`src/rtl/bitser_add_pkg.sv`:
```
package bitser_add_pkg;

  function automatic logic fa_sum(input logic x, input logic y, input logic cin);
    return x ^ y ^ cin;
  endfunction

  function automatic logic fa_carry(input logic x, input logic y, input logic cin);
    return (x & y) | (x & cin) | (y & cin);
  endfunction

endpackage

```
`src/rtl/bitser_shreg.sv`:
```
module bitser_shreg #(
  parameter int WIDTH = 8
) (
  input  logic             clk,
  input  logic             rst_n,
  input  logic             load,
  input  logic             shift,
  input  logic [WIDTH-1:0] par_in,
  input  logic             ser_in,
  output logic [WIDTH-1:0] q
);

  logic [WIDTH-1:0] upper;
  logic [WIDTH-1:0] nxt;

  for (genvar i = 0; i < WIDTH; i++) begin : g_bit
    if (i == WIDTH-1) begin : g_top
      assign upper[i] = ser_in;
    end else begin : g_mid
      assign upper[i] = q[i+1];
    end

    always_comb begin
      if (load)       nxt[i] = par_in[i];
      else if (shift) nxt[i] = upper[i];
      else            nxt[i] = q[i];
    end
  end

  always_ff @(posedge clk or negedge rst_n) begin
    if (!rst_n) q <= '0;
    else        q <= nxt;
  end

endmodule

```
`src/rtl/bitser_carry.sv`:
```
module bitser_carry
  import bitser_add_pkg::*;
(
  input  logic clk,
  input  logic rst_n,
  input  logic clear,
  input  logic step,
  input  logic a_bit,
  input  logic b_bit,
  output logic sum_bit,
  output logic carry_q
);

  logic carry_nxt;

  assign sum_bit   = fa_sum(a_bit, b_bit, carry_q);
  assign carry_nxt = fa_carry(a_bit, b_bit, carry_q);

  always_ff @(posedge clk or negedge rst_n) begin
    if (!rst_n)     carry_q <= 1'b0;
    else if (clear) carry_q <= 1'b0;
    else if (step)  carry_q <= carry_nxt;
  end

endmodule

```
`src/rtl/bitser_stepctr.sv`:
```
module bitser_stepctr #(
  parameter int WIDTH = 8
) (
  input  logic clk,
  input  logic rst_n,
  input  logic clear,
  input  logic step,
  output logic run_q,
  output logic last
);

  localparam int CW = $clog2(WIDTH + 1);
  localparam logic [CW-1:0] LAST_IDX = CW'(WIDTH - 1);

  logic [CW-1:0] cnt_q;

  assign last = (cnt_q == LAST_IDX);

  always_ff @(posedge clk or negedge rst_n) begin
    if (!rst_n) begin
      cnt_q <= '0;
      run_q <= 1'b0;
    end else if (clear) begin
      cnt_q <= '0;
      run_q <= 1'b1;
    end else if (step) begin
      cnt_q <= cnt_q + 1'b1;
      if (last) run_q <= 1'b0;
    end
  end

endmodule

```
`src/rtl/bitser_add.sv`:
```
module bitser_add #(
  parameter int WIDTH = 8
) (
  input  logic             clk,
  input  logic             rst_n,
  input  logic             start,
  input  logic             shift_en,
  input  logic [WIDTH-1:0] a_load,
  input  logic [WIDTH-1:0] b_load,
  input  logic             b_ser_in,
  output logic [WIDTH-1:0] acc_o,
  output logic [WIDTH-1:0] opb_o,
  output logic             ovf_o,
  output logic             busy_o,
  output logic             done_o
);

  logic step_w;
  logic last_w;
  logic sum_bit_w;
  logic carry_w;
  logic run_w;
  logic done_q;

  // one serial step: running, enabled, and not overridden by a load
  assign step_w = run_w & shift_en & ~start;

  bitser_stepctr #(.WIDTH(WIDTH)) u_ctr (
    .clk   (clk),
    .rst_n (rst_n),
    .clear (start),
    .step  (step_w),
    .run_q (run_w),
    .last  (last_w)
  );

  bitser_carry u_cy (
    .clk     (clk),
    .rst_n   (rst_n),
    .clear   (start),
    .step    (step_w),
    .a_bit   (acc_o[0]),
    .b_bit   (opb_o[0]),
    .sum_bit (sum_bit_w),
    .carry_q (carry_w)
  );

  bitser_shreg #(.WIDTH(WIDTH)) u_acc (
    .clk    (clk),
    .rst_n  (rst_n),
    .load   (start),
    .shift  (step_w),
    .par_in (a_load),
    .ser_in (sum_bit_w),
    .q      (acc_o)
  );

  bitser_shreg #(.WIDTH(WIDTH)) u_opb (
    .clk    (clk),
    .rst_n  (rst_n),
    .load   (start),
    .shift  (step_w),
    .par_in (b_load),
    .ser_in (b_ser_in),
    .q      (opb_o)
  );

  always_ff @(posedge clk or negedge rst_n) begin
    if (!rst_n) done_q <= 1'b0;
    else        done_q <= step_w & last_w;
  end

  assign ovf_o  = carry_w;
  assign busy_o = run_w;
  assign done_o = done_q;

endmodule

```
`config.mk`:
```
export PLATFORM = sky130hd
export DESIGN_NAME = bitser_add
export DESIGN_NICKNAME = d
export VERILOG_FILES = /design/src/rtl/bitser_add_pkg.sv /design/src/rtl/bitser_shreg.sv /design/src/rtl/bitser_carry.sv /design/src/rtl/bitser_stepctr.sv /design/src/rtl/bitser_add.sv
export SDC_FILE = /design/constraint.sdc
export NUM_CORES = 1
export LEC_CHECK = 0
export BUFFER_PORTS_ARGS = -buffer_cell sky130_fd_sc_hd__clkbuf_2
export CAP_MARGIN = 0
export CORE_ASPECT_RATIO = 1.75
export CORE_MARGIN = 4
export CORE_UTILIZATION = 40
export CTS_CLUSTER_DIAMETER = 120
export DETAILED_ROUTE_END_ITERATION = 10
export GPL_ROUTABILITY_DRIVEN = 1
export HOLD_SLACK_MARGIN = 0.12
export MAX_ROUTING_LAYER = met4
export PLACE_DENSITY = 0.67
export SLEW_MARGIN = 25
export SYNTH_ARGS = -nofsm -noshare
export SYNTH_HDL_FRONTEND = slang
export SYNTH_HIERARCHICAL = 1
export SYNTH_SLANG_ARGS = --single-unit
```
`constraint.sdc`:
```
create_clock -name clk -period 1.7 [get_ports clk]
set_input_delay 0.17 -clock clk [delete_from_list [all_inputs] [get_ports clk]]
set_output_delay 0.17 -clock clk [all_outputs]
set_load 0.02 [all_outputs]
```
==> flow_metrics.tcl <==
set metrics [dict create \
    status "complete, no violations" \
    drive_gt1_frac 0.329 \
    fin_setup_tns_ns 0 \
    yosysMostFrequentCell "dfrtp_1" \
    cts_made_buffers 3 \
    leakagePower_nw 0.723 \
    tightest_slew_ns 0.562 \
    start_util 0.415 \
    worst_path_largest_cell_delay_ns 0.37 \
    p_per_area_nw_per_um2 838 \
    place.gp.congestion 0.678 \
    multiInputGateArea_sq_um 485 \
    wl_microns 2230 \
    synth_area_leaders "dfrtp_1 (52%), mux2i_1 (16%), o21ai_1 (7.2%)" \
    clk_transition_reported_paths_ns 0.08 \
    synth_top_cell_by_area "dfrtp_1" \
    fin_crit_ns 1.29 \
    die_w_microns 48.0 \
    drcViolationCount 0 \
    seq_area_sq_um 576 \
    path_delay_family "flip-flops" \
    num_io_pins 40 \
    num_rows 25 \
    synth-edff-count 0 \
    die_area_sq_um 3740 \
    synth_top_area_share 0.515 \
    setup.worst_path.start_class "register" \
    cts_tree "yes" \
    relSlewSlack 0.625 \
    cp.arrival_ns 1.43 \
    num-fill-cells 243 \
    root_buffer "clkbuf_8" \
    viasPerCell 5.18 \
    peakVddDrop_mv 0.454 \
    synthesis.area_sq_um 1120 \
    synthArstFlopShare 1.00 \
    first_global_vias 837 \
    antenna_left 0 \
    grt.total_usage 0.132 \
    synth_commonest_cells "dfrtp_1 (23), mux2i_1 (18), nand2_1 (17)" \
    hpwl_microns 1580 \
    syn-instance-count 97 \
    avgSynthCellArea_sq_um 11.5 \
    final-hold-violation-count 0 \
    drv_slew 0 \
    rsz0062_at_grt "no" \
    period_share 0.757 \
    syn_nets 120 \
    grt_max_degree 41 \
    ys_ff_latch 23 \
    antenna_cells 0 \
    cts.htree.levels 1 \
    nets 170 \
    yosysWarningCount 6 \
    overflow 0 \
    drt_iter0_drc 20 \
    synthToLayoutAreaGrowth_pct 30.1 \
    path_class "register to register" \
    vias 896 \
    hold_ws_ns 0.124 \
    ys_types 19 \
    die-height_microns 77.9 \
    crit_chain "and3b_2 -> buf_12 -> mux2i_1 -> o21ai_1" \
    end_kind "register" \
    dr.pass1.iters 4 \
    max_freq_mhz 777 \
    design_area_sq_um 1450 \
    port_buffers 39 \
    ys_seq_area_frac 0.515 \
    crit_required_ns 1.84 \
    cp_slowest_cell "dfrtp_1" \
    clockBufferDepth 2 \
    cts.sinks 23 \
    placed_area_sq_um 1320 \
    wl_per_cell_microns 12.9 \
    crit_path_max_fanout 19 \
    post-cts-setup-buffers 0 \
    hp-class "primary input to register" \
    maxCapViolations 0 \
    coreArea_sq_um 2690 \
    skew_ns 0.00256 \
    setup_viol 0 \
    antenna_found_initial 0 \
    path_buf_inv 1 \
    synthFlopType "dfrtp_1" \
    insertion_delay_ns 0.26 \
    grt_pass1_wl_microns 3560 \
]
## power by group
group / internal [W] / total [W] / leakage (nW) / switching (W)
clock network: 0.000163 / 0.000330 / 0.0255 / 0.000167
registers: 0.000591 / 0.000630 / 0.286 / 0.0000393
logic: 0.000112 / 0.000258 / 0.412 / 0.000146
total: 0.000866 / 0.00122 / 0.723 / 0.000352
## metal layers
| layer | part of all wire | GRT usage | up-vias |
|---|---|---|---|
| met1 | 0.41 | 0.152 | 426 |
| met5 | 0 | - | - |
| li1 | - | - | 433 |
| met4 | 0.017 | 0.0647 | 0 |
| met2 | 0.50 | 0.206 | 33 |
| met3 | 0.076 | 0.0278 | 4 |
## what timing repair did
| item | in CTS | in global routing |
|---|---|---|
| hold buffers | 8 | 1 |
| endpoints found under the setup margin | 0 | 0 |
| hold endpoints to repair | 30 | 1 |
| gates resized for setup | 0 | 0 |
## layout make-up
type	instances	share of cell area
repair buffers	50	0.215
flip-flops and latches	23	0.396
clock inverters	1	0.00344
multi-input cells	69	0.334
well taps	27	0.0232
clock buffers	3	0.0284
## path summary, 6_finish.rpt
path | start | to | slack [ns] | cells past startpoint
setup / recovery | u_ctr/run_q | u_acc/q[6] | 0.41 | 4
hold / removal | a_load[1] | u_acc/q[1] | 0.12 | 3
setup reg to reg | u_ctr/run_q | u_acc/q[6] | 0.41 | 4
hold reg to reg | u_ctr/run_q | u_ctr/run_q | 0.52 | 1
max in group asynchronous | rst_n | u_acc/q[2] | 0.90 | 2
min in group asynchronous | rst_n | done_o | 0.43 | 2
## cells in the final DEF (no fill, tap or decap), types with 3 or more instances in the layout
cell type / instances
mux2i_1: 18
nor2_1: 5
nand2_1: 17
clkbuf_2: 39
dfrtp_1: 23
o21ai_1: 16
clkbuf_8: 3
dlygate4sd3_1: 9
## through the flow
stage / util / total power (W) / cells / worst slack, ns
3_3_place_gp: 0.490 / 0.000880 / 160 / 0.473
5_1_grt: 0.540 / 0.00129 / 173 / 0.346
2_1_floorplan: - / 0.000787 / 97 / 0.321
3_5_place_dp: 0.490 / 0.000888 / 160 / 0.407
6_report: 0.540 / 0.00122 / 173 / 0.413
4_1_cts: 0.537 / 0.00124 / 172 / 0.396
## cells by family after synthesis
group                    Yosys count  synth area share
AO/OA/AOI/OAI                     19            0.0918
flip-flops                        23             0.515
buffers and inverters              5            0.0504
multiplexers                      19             0.175
AND/OR/NAND/NOR                   28             0.131
adder cells (fa/ha/maj)            2            0.0291
XOR/XNOR                           1           0.00784
## worst reg2reg max path, cell delays in order, from the launching register on
cell and delay, ns:
dfrtp_1 0.37, and3b_2 0.29, buf_12 0.21, mux2i_1 0.22
o21ai_1 0.07
## state kept, by name, indices dropped and copies added (netlist names)
name          cells
done_o            1
u_ctr/run_q       1
u_acc/q           8
u_ctr/cnt_q       4
u_opb/q           8
u_cy/carry_q      1
(Power assumes the default switching activity.)
